## src/rtl/pil_pkg.sv

```systemverilog
package pil_pkg;
    parameter int unsigned REG_W = 3;
    localparam int unsigned NST = 6;

    typedef enum logic [2:0] {
        ST_FE = 3'd0,
        ST_DE = 3'd1,
        ST_AC = 3'd2,
        ST_OF = 3'd3,
        ST_EX = 3'd4,
        ST_WB = 3'd5
    } stage_e;

    typedef struct packed {
        logic             vld;
        logic [REG_W-1:0] dst;
        logic [REG_W-1:0] src;
        logic             mem;
    } instr_t;

    function automatic logic depends(input logic pv, input logic [REG_W-1:0] pd,
                                     input logic [REG_W-1:0] cs);
        return pv && (pd == cs);
    endfunction
endpackage

```

## src/rtl/pil_stage_regs.sv

```systemverilog
module pil_stage_regs
    import pil_pkg::*;
(
    input  logic                 clk,
    input  logic                 rst,
    input  instr_t               fe_in,
    input  logic [NST-1:0]       hold,
    input  logic [NST-1:0]       bubble,
    output instr_t [NST-1:0]     st
);
    assign st[0] = fe_in;

    for (genvar k = 1; k < NST; k++) begin : g_stage
        always_ff @(posedge clk) begin
            if (rst) begin
                st[k] <= '0;
            end else if (hold[k]) begin
                st[k] <= st[k];
            end else if (bubble[k]) begin
                st[k] <= '0;
            end else begin
                st[k] <= st[k-1];
            end
        end
    end
endmodule

```

## src/rtl/pil_hazard.sv

```systemverilog
module pil_hazard
    import pil_pkg::*;
(
    input  logic             rst,
    input  logic             fwd_en,
    input  logic             ac_vld,
    input  logic [REG_W-1:0] ac_src,
    input  logic             of_vld,
    input  logic [REG_W-1:0] of_dst,
    input  logic             of_mem,
    input  logic             ex_vld,
    input  logic [REG_W-1:0] ex_dst,
    output logic [NST-1:0]   hold,
    output logic [NST-1:0]   bubble,
    output logic             fetch_en
);
    logic raw_stall;
    logic port_clash;

    always_comb begin
        raw_stall  = ac_vld && (depends(of_vld, of_dst, ac_src) ||
                                (!fwd_en && depends(ex_vld, ex_dst, ac_src)));
        port_clash = of_vld && of_mem;
        hold       = '0;
        bubble     = '0;
        if (!rst) begin
            if (raw_stall) begin
                for (int k = 0; k <= int'(ST_AC); k++) hold[k] = 1'b1;
                bubble[ST_OF] = 1'b1;
            end else if (port_clash) begin
                hold[ST_FE]   = 1'b1;
                bubble[ST_DE] = 1'b1;
            end
        end
        fetch_en = !rst && !hold[ST_FE];
    end
endmodule

```

## src/rtl/pil_fwd.sv

```systemverilog
module pil_fwd
    import pil_pkg::*;
(
    input  logic             rst,
    input  logic             fwd_en,
    input  logic             of_vld,
    input  logic [REG_W-1:0] of_src,
    input  logic             wb_vld,
    input  logic [REG_W-1:0] wb_dst,
    output logic             fwd_sel
);
    always_comb begin
        fwd_sel = !rst && fwd_en && of_vld && depends(wb_vld, wb_dst, of_src);
    end
endmodule

```

## src/rtl/pipe_interlock.sv

```systemverilog
module pipe_interlock
    import pil_pkg::*;
(
    input  logic             clk,
    input  logic             rst,
    input  logic             fwd_en,
    input  logic             if_vld,
    input  logic [REG_W-1:0] if_dst,
    input  logic [REG_W-1:0] if_src,
    input  logic             if_mem,
    output logic             fetch_en,
    output logic [NST-1:0]   hold,
    output logic [NST-1:0]   bubble,
    output logic [NST-1:0]   stage_vld,
    output logic             fwd_sel
);
    instr_t          fe_in;
    instr_t [NST-1:0] st;

    assign fe_in = '{vld: if_vld, dst: if_dst, src: if_src, mem: if_mem};

    pil_stage_regs u_regs (
        .clk    (clk),
        .rst    (rst),
        .fe_in  (fe_in),
        .hold   (hold),
        .bubble (bubble),
        .st     (st)
    );

    pil_hazard u_haz (
        .rst      (rst),
        .fwd_en   (fwd_en),
        .ac_vld   (st[ST_AC].vld),
        .ac_src   (st[ST_AC].src),
        .of_vld   (st[ST_OF].vld),
        .of_dst   (st[ST_OF].dst),
        .of_mem   (st[ST_OF].mem),
        .ex_vld   (st[ST_EX].vld),
        .ex_dst   (st[ST_EX].dst),
        .hold     (hold),
        .bubble   (bubble),
        .fetch_en (fetch_en)
    );

    pil_fwd u_fwd (
        .rst     (rst),
        .fwd_en  (fwd_en),
        .of_vld  (st[ST_OF].vld),
        .of_src  (st[ST_OF].src),
        .wb_vld  (st[ST_WB].vld),
        .wb_dst  (st[ST_WB].dst),
        .fwd_sel (fwd_sel)
    );

    for (genvar k = 0; k < NST; k++) begin : g_vld
        assign stage_vld[k] = st[k].vld;
    end
endmodule

```

## config.mk

```make
export PLATFORM = sky130hd
export DESIGN_NAME = pipe_interlock
export DESIGN_NICKNAME = d
export VERILOG_FILES = /design/src/rtl/pil_pkg.sv /design/src/rtl/pil_stage_regs.sv /design/src/rtl/pil_hazard.sv /design/src/rtl/pil_fwd.sv /design/src/rtl/pipe_interlock.sv
export SDC_FILE = /design/constraint.sdc
export NUM_CORES = 1
export LEC_CHECK = 0
export BUFFER_PORTS_ARGS = -buffer_cell sky130_fd_sc_hd__buf_2
export CAP_MARGIN = 0
export CORE_MARGIN = 3
export CORE_UTILIZATION = 51
export DETAILED_ROUTE_END_ITERATION = 8
export HOLD_SLACK_MARGIN = 0.02
export PLACE_DENSITY = 0.79
export RECOVER_POWER = 50
export SLEW_MARGIN = 10
export SYNTH_ARGS = -nofsm -noshare
export SYNTH_HDL_FRONTEND = slang
export SYNTH_SLANG_ARGS = --single-unit
```

## constraint.sdc

```tcl
create_clock -name clk -period 1.72 [get_ports clk]
set_input_delay 0.172 -clock clk [delete_from_list [all_inputs] [get_ports clk]]
set_output_delay 0.172 -clock clk [all_outputs]
set_load 0.1 [all_outputs]
```

==> results.txt, run 1 <==
- Result of the run: finished, violations left
- The checks that failed: negative setup slack.
- Fraction of synthesized area in multiplexers: 0
- Entering global routing, the biggest net connects 13 pins.
* Wire length of the first global-routing pass: between 3000 and 4000 µm
* Number of buffers added to fix hold violations after cts: 0
* Logic depth of the worst path, buffers included: 6
- In the finished design, the share of the clock period the worst path needs comes to 1.11.
- Sum of buffers and inverters on the critical path: 2
* Post-synthesis share of cell area spent on xor and xnor gates: 0.0631
- Cell area after synthesis: ~1200 µm²
- Via-per-instance ratio: ~5
* Largest fanout on the critical path: 4
- The share of total power dissipated in the clock network is 0.354.
- Root Buffer Master: clkbuf_4
- Post-route insts no fill: 164
- Setup skew after layout: 8.11 ps
* Setup slack of the worst register-to-register path: -20 ps
* Count of buffers inserted at the top-level ports: 23
- The routed design could run at a clock period as short as approximately 1900 ps.
- In this run the critical register-to-register path is captured at u_regs.st[20].
* Fraction of layout cells with a size suffix above 1: 0.478
- First-pass detailed-route iteration total: 2
* Regs by FF count: u_regs.st x32
* Initial core utilization: 0.549
* Max_cap viols: 0
- For this block, the initial DRC count from the detailed router was 15.
- End point of the critical path: hold[0]
* Flop and latch count out of synthesis: 32
- Overall power consumption: about 1.5 mW
- Power per unit of standard cell area: about 940 nW/µm²
* Remaining global-route overflow: 0
- The floorplan step defined a die boundary enclosing approximately 3100 µm².
* Post-synthesis simple-gate area fraction: 0.137
- Startpoint-to-endpoint class of the critical path: register to primary output
- The netlist uses 26 different library cells.
- The startpoint identified for the worst hold timing path is if_mem.
- Largest family of logic cells by synthesized area: compound AO/OA/AOI/OAI gates
- A synthesized cell averages roughly 11 µm².
- Largest stage delay on the critical path: 370 ps
- The register with the most flip-flops in the layout has 32 of them.
- Count of endpoints failing hold in the final timing report: 0
* Total number of clock tree sinks: 32
- Core ar.: about 2300 µm²
- Counting flops per register, the top entry is u_regs.st.
- Including well taps, the total number of placed cells is roughly 150.
* Switching power as a share of total power: 0.272
- Measured on the finished design, the core utilization comes to 0.722.
* Placement Rows: 17
* I/O pins: 31
- For this run, the register share of the synthesized area comes to 0.513.
- Die width: ~56 µm
* Max Transition Viols Final: 0
- In this run the critical register-to-register path is launched from u_regs.st[17].
* Kind of path behind the tightest hold check: primary input to register
- Max rail drop VDD: ~0.99 mV
* Worst setup margin: -186 ps
* Area growth syn-to-layout: 31.4%
- The number of antenna violations at the first check in global routing is 0.
* Endpoint arrival time on the critical path: ~1700 ps
- Cell internal power was estimated by the tool at 1.13 mW.
- Filler Cell Count: between 150 and 200
- Number of cells produced by synthesis: 110
- Mean routed wirelength per cell: 14.8 µm
- No sink is reached through more buffers than the 2 on the longest clock path.
- The most critical setup path has its startpoint at u_regs.st[17].
- Sequential cell fraction of total power: 0.507
- Total wirelength of the detailed-routed design: 2440 µm
* Total vias in the final route: 837
* Worst relative slew slack: 0.217
- TritonCTS built the clock tree.
- Clock tree synthesis inserted a total of 5 buffers.
* Data required time of the critical path: about 1600 ps
* CP max stage cell: dfxtp_4
* Yosys warns: 0
- Setup repair after global routing could not meet its margin everywhere.
- Maximum clock rate: 525 MHz
- ANT cells: 0
- Of the total power, combinational logic draws 0.139.
- DIE HEIGHT: between 50 and 60 µm
- The post-synthesis compound-gate area fraction came to 0.160.
- Grouping stages by cell kind, the critical path spends the most delay in flip-flops.
- At the pin with the least slew margin, the transition time is roughly 1200 ps.
- Worst r2r path cells: 7
- Remaining routing DRC violations: 0
* Vias in the first global route: between 800 and 900
- STA classifies the critical path endpoint as a primary output.
- Hpwl dp: 1610 µm
- Of the total synthesized cell area, the portion taken by full adders, half adders and majority gates is 0.
- H-Tree Depth: 2
- DRT antenna net count: 0
- The analysis attributes to cell leakage a power of approximately 0.7 nW.
- Routability-driven placement finished with a final weighted congestion of slightly above 0.8.
- After clock tree synthesis, the clock-pin slew on the worst setup and hold paths is 100 ps.
- Total setup violations reported at the end of the flow: 10
- Summed over all nets, the switching power comes to 0.422 mW.
- In the final design database the tool counted between 100 and 150 nets.
- Global Route Usage Sum: 0.164
* Ordered cell list for the critical path: xor2_2 > nor4_4 > buf_6 > o21ai_4 > a21oi_4 > buf_12
* Later-pin clock latency in the skew report: between 300 and 400 ps
- The worst setup path is launched from a register.
## worst min path at each step
stage | endpoint | cells past startpoint
final | u_regs.st[8] | 2
after global routing | u_regs.st[10] | 2
after CTS | u_regs.st[13] | 2
after detailed placement | u_regs.st[13] | 2
after global placement | u_regs.st[10] | 2
after floorplan | u_regs.st[10] | 1
## layer usage
metal / wire length (µm) / vias up / part of all wire / track usage
met2: 1290 / 28 / 0.53 / 0.291
met3: 157 / 7 / 0.064 / 0.0724
li1: - / 403 / - / -
met1: 922 / 399 / 0.38 / 0.162
met5: 0 / - / 0 / 0
met4: 63 / 0 / 0.026 / 0.0764
## timing repair
item,in CTS,in global routing
gates resized for setup,13,12
endpoints found under the setup margin,7,21
pin swaps,4,5
endpoints found under the hold margin,0,0
buffers inserted,4,0
gates cloned,0,0
## area by class of cell
| type | count | area, µm² | area share |
|---|---|---|---|
| clock buffer | 6 | 41.3 | 0.0251 |
| clock inverter | 2 | 35.0 | 0.0213 |
| inverter | 2 | 7.51 | 0.00457 |
| multi-input combinational | 62 | 567 | 0.345 |
| sequential | 32 | 659 | 0.401 |
| tap | 28 | 35.0 | 0.0213 |
| timing repair buffer | 32 | 298 | 0.181 |
## power groups by stage
stage	Combinational (mW)	Clock, mW	Sequential, mW
CTS	0.212	0.559	0.786
finish	0.216	0.548	0.785
detailed placement	0.202	0	0.802
global placement	0.199	0	0.800
floorplan	0.189	0	0.797
global route	0.224	0.593	0.788
## cell usage in the layout (no fill, tap or decap), types with 5 or more instances in the layout
cell / n
and2_1: 8
clkbuf_4: 5
buf_12: 7
buf_4: 6
a32o_1: 8
buf_2: 15
dfxtp_1: 25
conb_1: 7
nor2b_1: 7
a22o_2: 6
## stage by stage
stage / cell area [µm²] / setup WS [ps] / TNS, ps / hold WS (ps)
6_report: 1640 / -186 / -1100 / 75.4
5_1_grt: 1640 / -247 / -1720 / 65.1
4_1_cts: 1600 / -219 / -1430 / 56.4
3_5_place_dp: 1460 / 18.9 / 0 / 415
3_3_place_gp: 1460 / 71.2 / 0 / 408
2_1_floorplan: 1330 / -142 / -344 / 326
## synthesized netlist by cell type
library cell  count  area (µm²)
o211a_4           1        17.5
a21oi_2           1        8.76
a21oi_1           2        10.0
conb_1            1        3.75
buf_6             2        22.5
nand2b_1          1        6.26
nand2_1           1        3.75
o21ai_0           1        5.00
buf_4            15         113
a22o_1            1        8.76
dfxtp_1          32         641
and2_1            9        56.3
nand4_1           1        6.26
a41o_1            1        10.0
and4_1            1        8.76
and2_2            1        7.51
nor4_4            1        21.3
a22o_2            6        60.1
nor2b_1           9        56.3
inv_1             2        7.51
nor3_1            1        5.00
xor2_1            5        43.8
clkbuf_1          2        7.51
a32o_1            8        80.1
xnor2_1           4        35.0
clkbuf_2          1        5.00
## cells by family (layout without fill, tap and decap cells)
| group | after synthesis | in the layout |
|---|---|---|
| other | 1 | 7 |
| AND/OR/NAND/NOR | 25 | 25 |
| flip-flops | 32 | 32 |
| AO/OA/AOI/OAI | 21 | 21 |
| buffers and inverters | 22 | 42 |
| XOR/XNOR | 9 | 9 |
No activity file was read; power rests on OpenSTA's default activity.
==> inputs of run 2 (changes only) <==
--- a/config.mk
+++ b/config.mk
@@ -17,3 +17,4 @@
 export SYNTH_ARGS = -nofsm -noshare
 export SYNTH_HDL_FRONTEND = slang
 export SYNTH_SLANG_ARGS = --single-unit
+export TNS_END_PERCENT = 10
==> run 2 against run 1 <==
Effect of this change:
- the flow still finishes with violations (negative setup slack)
- combinational power fell by 2%
- first-iteration DRC count is 13% lower
- final cell count grew 0.61%
- global-route usage up 0.47 points
- largest cell class unchanged
==> results.txt, run 2 (synthesis gave the netlist of run 1 again) <==
- Setup total negative slack on the finished layout was measured at -1200 ps.
- For this run, the share of the core covered by cells in the final layout is 0.701.
- The number of antenna diodes in the final layout is 0.
- Of the total power, the clock network draws 0.303.
* Switching power as a share of total power: 0.283
- Wires add up to ~2200 µm.
- Internal power: 1.02 mW
- Between clock sinks in the finished design, the worst skew comes to between 3 and 4 ps.
- Fraction of layout cells with a size suffix above 1: 0.438
- Filler Cell Count: 170
- Sequential cell fraction of total power: 0.549
* H-Tree Depth: 2
* Flip-flop count of the largest register, all copies and words added: 32
- Count of endpoints failing hold in the final timing report: 0
- TritonCTS built the clock tree.
- The floorplan step defined a die boundary enclosing ~3100 µm².
- Largest fanout on the critical path: 6
* Via-per-instance ratio: between 4 and 5
* Post-route insts no fill: 165
* Initial core utilization: 0.549
* Total vias in the final route: between 800 and 900
- The worst register-to-register path has a setup slack of -30 ps.
- Maximum number of pins on one net before global-route repair: 13
* Startpoint-to-endpoint class of the critical path: register to primary output
- Max Transition Viols Final: 0
- Kind of launch point of the worst setup path: register
- Dividing the detail-routed wire length by the instance count gives around 14 µm.
- The wire-length estimate of the detail-placed layout is approximately 1700 µm.
* Placement Rows: 17
- In this run, placement finished with an instance count of between 150 and 200.
- Routability Congestion: slightly above 0.8
- Clock-pin slew was measured on the worst setup and hold paths at 90 ps.
* CP Capture Type: primary output
- Wire length of the first global-routing pass: roughly 3900 µm
- Vias in the first global route: 834
- For this design the total switching power over the nets is around 0.40 mW.
- At the pin with the least slew margin, the transition time is approximately 1200 ps.
- The number of hold buffers added after CTS was 0.
* Leak pwr: 0.684 nW
- Iteration-0 DRC count of the detailed router: 13
* Tmin final: about 1900 ps
- The die is ~56 µm wide.
- Setup repair after global routing could not meet its margin everywhere.
- Hold is met by between 80 and 90 ps.
- Sum of buffers and inverters on the critical path: 2
- Total number of clock tree sinks: 32
- Remaining routing DRC violations: 0
- Max rail drop VDD: roughly 0.73 mV
- Registers take about 650 µm².
- Share of the clock period used by the worst path after layout: 1.12
- The library cell used most frequently in the layout, excluding fill and tap cells, is dfxtp_1.
- Counting flops per register, the top entry is u_regs.st.
- The first detailed-routing pass ran for 4 iterations.
- Max_cap viols: 0
- In this run the worst hold path is classified as primary input to register.
- The number of antenna violations at the first check in global routing is 0.
- Root Buffer Master: clkbuf_4
* Area growth syn-to-layout: 27.7%
- Data required time of the critical path: 1550 ps
- The core region is between 2000 and 2500 µm².
- The clock reaches the later pin of the worst-skew pair after ~330 ps.
* CP max stage cell: dfxtp_2
- The largest registers in the layout are u_regs.st x32.
- TritonCTS created 5 clock buffers.
- In this run the tool buffered the top-level ports with 23 buffer cells.
- The longest clock path from root to sink contains 2 buffers.
* Largest stage delay on the critical path: ~350 ps
- CP delay by family, top: buffers and inverters
- Area used by multi-input combinational logic: around 540 µm²
- Setup violations remaining at the end of the flow were counted as 11.
- Dividing total power by cell area gives a power density of approximately 890 nW/µm².
- For this run, the post-layout net count is between 100 and 150.
* Ordered cell list for the critical path: xor2_2 > nor4_4 > buf_4 > o211a_4 > buf_12
- Endpoint arrival time on the critical path: approximately 1800 ps
- Gate power share: 0.148
* DRT antenna net count: 0
- The worst pin sits at a relative slew slack of 0.223.
* Result of the run: finished, violations left
- Maximum clock rate: a little over 500 MHz
- Global Route Usage Sum: 0.169
* Most used cells in the layout excluding fill and tap cells: dfxtp_1 (27), buf_2 (13)
- Violated checks: negative setup slack
- Setup slack on the critical path of the routed design comes to -207 ps.
- Summed over all layers, the global routing overflow is 0.
- In this run the vertical extent of the chip is 55.5 µm.
- 31 I/O pins were placed.
## run 2: final cells by class
type,count,area share
sequential,32,0.407
inverter,2,0.00470
tap,28,0.0219
multi-input combinational,62,0.340
timing repair buffer,33,0.190
clock buffer,8,0.0368
## run 2: power groups by stage
stage / sequential [mW] / clock, mW / combinational, mW
5_1_grt: 0.787 / 0.494 / 0.221
6_report: 0.783 / 0.432 / 0.211
2_1_floorplan: 0.797 / 0 / 0.188
4_1_cts: 0.784 / 0.444 / 0.211
3_5_place_dp: 0.800 / 0 / 0.207
3_3_place_gp: 0.798 / 0 / 0.203
## run 2: final timing paths
| kind | cells past startpoint | end | from |
|---|---|---|---|
| min reg2reg | 1 | u_regs.st[28] | u_regs.st[20] |
| max reg2reg | 7 | u_regs.st[18] | u_regs.st[18] |
| max | 5 | hold[2] | u_regs.st[37] |
| min | 2 | u_regs.st[8] | if_mem |
## run 2: per-stage QoR
| step | setup WS [ps] | cell area (µm²) | power, mW |
|---|---|---|---|
| after global routing | -297 | 1600 | 1.50 |
| final | -207 | 1600 | 1.43 |
| after CTS | -215 | 1590 | 1.44 |
| after detailed placement | 23.9 | 1470 | 1.01 |
| after global placement | 66.3 | 1470 | 1.00 |
| after floorplan | -148 | 1300 | 0.985 |
## run 2: what timing repair did
| action | in CTS | in global routing |
|---|---|---|
| hold endpoints to repair | 0 | 0 |
| resized for setup | 11 | 2 |
| buffers inserted | 3 | 1 |
| endpoints found under the setup margin | 7 | 7 |
| pin swaps | 6 | 1 |
## run 2: routing by layer
layer / vias to the layer above / wire length, µm / GRT usage
li1: 406 / - / -
met1: 386 / 850 / 0.172
met2: 25 / 1220 / 0.280
met3: 4 / 140 / 0.0888
met4: 0 / 30 / 0.0833
met5: - / 0 / 0
==> inputs of run 3 (changes only) <==
--- a/config.mk
+++ b/config.mk
@@ -7,7 +7,6 @@
 export LEC_CHECK = 0
 export BUFFER_PORTS_ARGS = -buffer_cell sky130_fd_sc_hd__buf_2
 export CAP_MARGIN = 0
-export CORE_MARGIN = 3
 export CORE_UTILIZATION = 51
 export DETAILED_ROUTE_END_ITERATION = 8
 export HOLD_SLACK_MARGIN = 0.02
==> run 3 against run 2 <==
Effect of this change:
- the flow still finishes with violations (negative setup slack)
- hold slack got worse by 5.8 ps
- clock power rose by 2%
- global-route usage is 3.9 points higher
- core utilization grew 1.3 points
- flip-flop and latch count unchanged
- first-iteration DRC count grew 7.7%
- non-clock buffer count down 1
- critical endpoint is now hold[0]
- largest cell class unchanged
- largest power group unchanged
==> results.txt, run 3 (synthesis gave the netlist of run 1 again) <==
* Maximum clock rate: 522 MHz
- Data required time of the critical path: between 1500 and 2000 ps
- The number of antenna violations at the first check in global routing is 0.
- 31 I/O pins were placed.
- On the critical path, the stage with the largest delay is an instance of dfxtp_4.
- Share of the clock period used by the worst path after layout: 1.11
* Ordered cell list for the critical path: xor2_2 > nor4_4 > buf_4 > o21ai_4 > a21oi_4 > buf_12
- IR analysis of the VDD net gives a maximum drop of ~0.74 mV.
- In the final routed layout, each cell accounts on average for about 14 µm.
- Setup violations remaining at the end of the flow were counted as 7.
* Later-pin clock latency in the skew report: 330 ps
- Total vias in the final route: slightly above 800
- For this design, the sink count on the clock tree is 32.
- Result of the run: finished, violations left
- Root Buffer Master: clkbuf_4
- Max-cap violations in this run came to 0.
- Summed over all cells, the static leakage comes to 0.687 nW.
- STA classifies the critical path endpoint as a primary output.
- For the pin with the worst max-slew slack, the measured transition is about 1200 ps.
* Util after Layout: 0.714
- After detailed routing, the total wire length is roughly 2300 µm.
- Core ar.: 2250 µm²
- The die is around 50 µm wide.
- Fraction of layout cells with a size suffix above 1: 0.449
- Across every metal layer, demand over resource in global routing totals 0.208.
* Routability Congestion: slightly above 0.7
- Endpoint arrival time on the critical path: 1740 ps
- In this run the tool buffered the top-level ports with 23 buffer cells.
* Violated checks: negative setup slack
- Die Area: 2650 µm²
- Maximum number of pins on one net before global-route repair: 13
* Clock buffer count from CTS: 5
- In this design, the stage delay of the slowest critical-path cell is approximately 380 ps.
- On the final layout, the worst clock skew is 12.3 ps.
- Remaining routing DRC violations: 0
- Largest fanout on the critical path: 3
- H-Tree Depth: 2
* Worst setup margin: -194 ps
- The first global-routing pass estimated around 3700 µm of wire.
- Vias in the first global route: 795
- Iteration-0 DRC count of the detailed router: 14
- The longest clock path from root to sink contains 2 buffers.
- From synthesis to final layout, the design area changed by 28.8%.
- The register with the most flip-flops in the layout has 32 of them.
- After routing the design area is ~1600 µm².
* Startpoint-to-endpoint class of the critical path: register to primary output
- Register with the highest flop count: u_regs.st
- Via-per-instance ratio: 5.07
* Hold WS: around 75 ps
- The worst setup path is launched from a register.
- The wire-length estimate of the detail-placed layout is around 1500 µm.
* Max Transition Viols Final: 0
* Regs by FF count: u_regs.st x32
* Clock transition at the register clock pins on the worst setup and hold paths after CTS: about 100 ps
- TritonCTS clock tree: done
- The floorplan has 17 rows.
* Post-placement cell area: 1460 µm²
- Kind of path behind the tightest hold check: primary input to register
- Initial core utilization: 0.554
- Count of endpoints failing hold in the final timing report: 0
* DRT antenna net count: 0
* DIE HEIGHT: between 50 and 60 µm
- NumNets Final: approximately 150
- Before antenna repair, the detailed router went through 5 iterations.
- ANT cells: 0
- Power spread over the standard cell area amounts to between 800 and 900 nW/µm².
* Tmin final: roughly 1900 ps
- After global routing the overflow that remains totals 0.
- The library cell used most frequently in the layout, excluding fill and tap cells, is dfxtp_1.
- Worst relative slew slack: 0.226
- Most used cells in the layout excluding fill and tap cells: dfxtp_1 (27), buf_2 (13)
- RSZ-0062 raised after global routing: yes
run 3: cell count changes in the layout (fill, tap and decap cells not counted):
cell,change
buf_4,-4
buf_6,+3
clkbuf_1,-2
clkinv_2,+2
o21ai_2,-1
o21ai_4,+1
run 3: path summary, 6_finish.rpt:
kind | startpoint | endpoint | slack, ps | cells after the start
max | u_regs.st[18] | hold[0] | -190 | 6
max reg2reg | u_regs.st[18] | u_regs.st[17] | 0 | 6
min reg2reg | u_regs.st[30] | u_regs.st[38] | 470 | 1
min | if_mem | u_regs.st[8] | 70 | 2
run 3: area by class of cell:
type	instances	area [µm²]
Tap cell	28	35.0
Timing Repair Buffer	32	307
Clock inverter	2	10.0
Sequential cell	32	649
Clock buffer	6	51.3
Multi-Input combinational cell	62	551
Inverter	2	7.51
Fill cell	172	644
run 3: report_power, final:
group / switching (mW) / internal [mW]
clock network: 0.247 / 0.194
logic: 0.156 / 0.0578
registers: 0.0193 / 0.767
total: 0.422 / 1.02
run 3: critical path: cells and delay by family (launching register included):
| kind | cells | cell delay, ps |
|---|---|---|
| buffers and inverters | 2 | 380 |
| AO/OA/AOI/OAI | 2 | 240 |
| XOR/XNOR | 1 | 160 |
| AND/OR/NAND/NOR | 1 | 250 |
| flip-flops | 1 | 380 |
run 3: routing by layer:
| metal | up-vias | routed length, µm | GRT usage | part of all wire |
|---|---|---|---|---|
| li1 | 405 | - | - | - |
| met1 | 395 | 913 | 0.213 | 0.40 |
| met2 | 27 | 1260 | 0.370 | 0.55 |
| met3 | 4 | 103 | 0.0789 | 0.045 |
| met4 | 0 | 27 | 0.0946 | 0.012 |
| met5 | - | 0 | 0 | 0 |
run 3: timing repair:
| item | in CTS | in global routing |
|---|---|---|
| pin swaps | 8 | 2 |
| setup buffers | 4 | 0 |
| resized for setup | 14 | 4 |
| setup endpoints to repair | 7 | 22 |
| hold buffers | 0 | 0 |
run 3: stage by stage:
step / cells / setup TNS (ps) / power, mW / setup WS [ps]
after detailed placement: 152 / 0 / 1.00 / 22.2
after CTS: 164 / -969 / 1.45 / -175
after global routing: 164 / -2340 / 1.50 / -296
after floorplan: 116 / -654 / 0.985 / -148
after global placement: 152 / 0 / 0.999 / 63.6
final: 164 / -1140 / 1.44 / -194
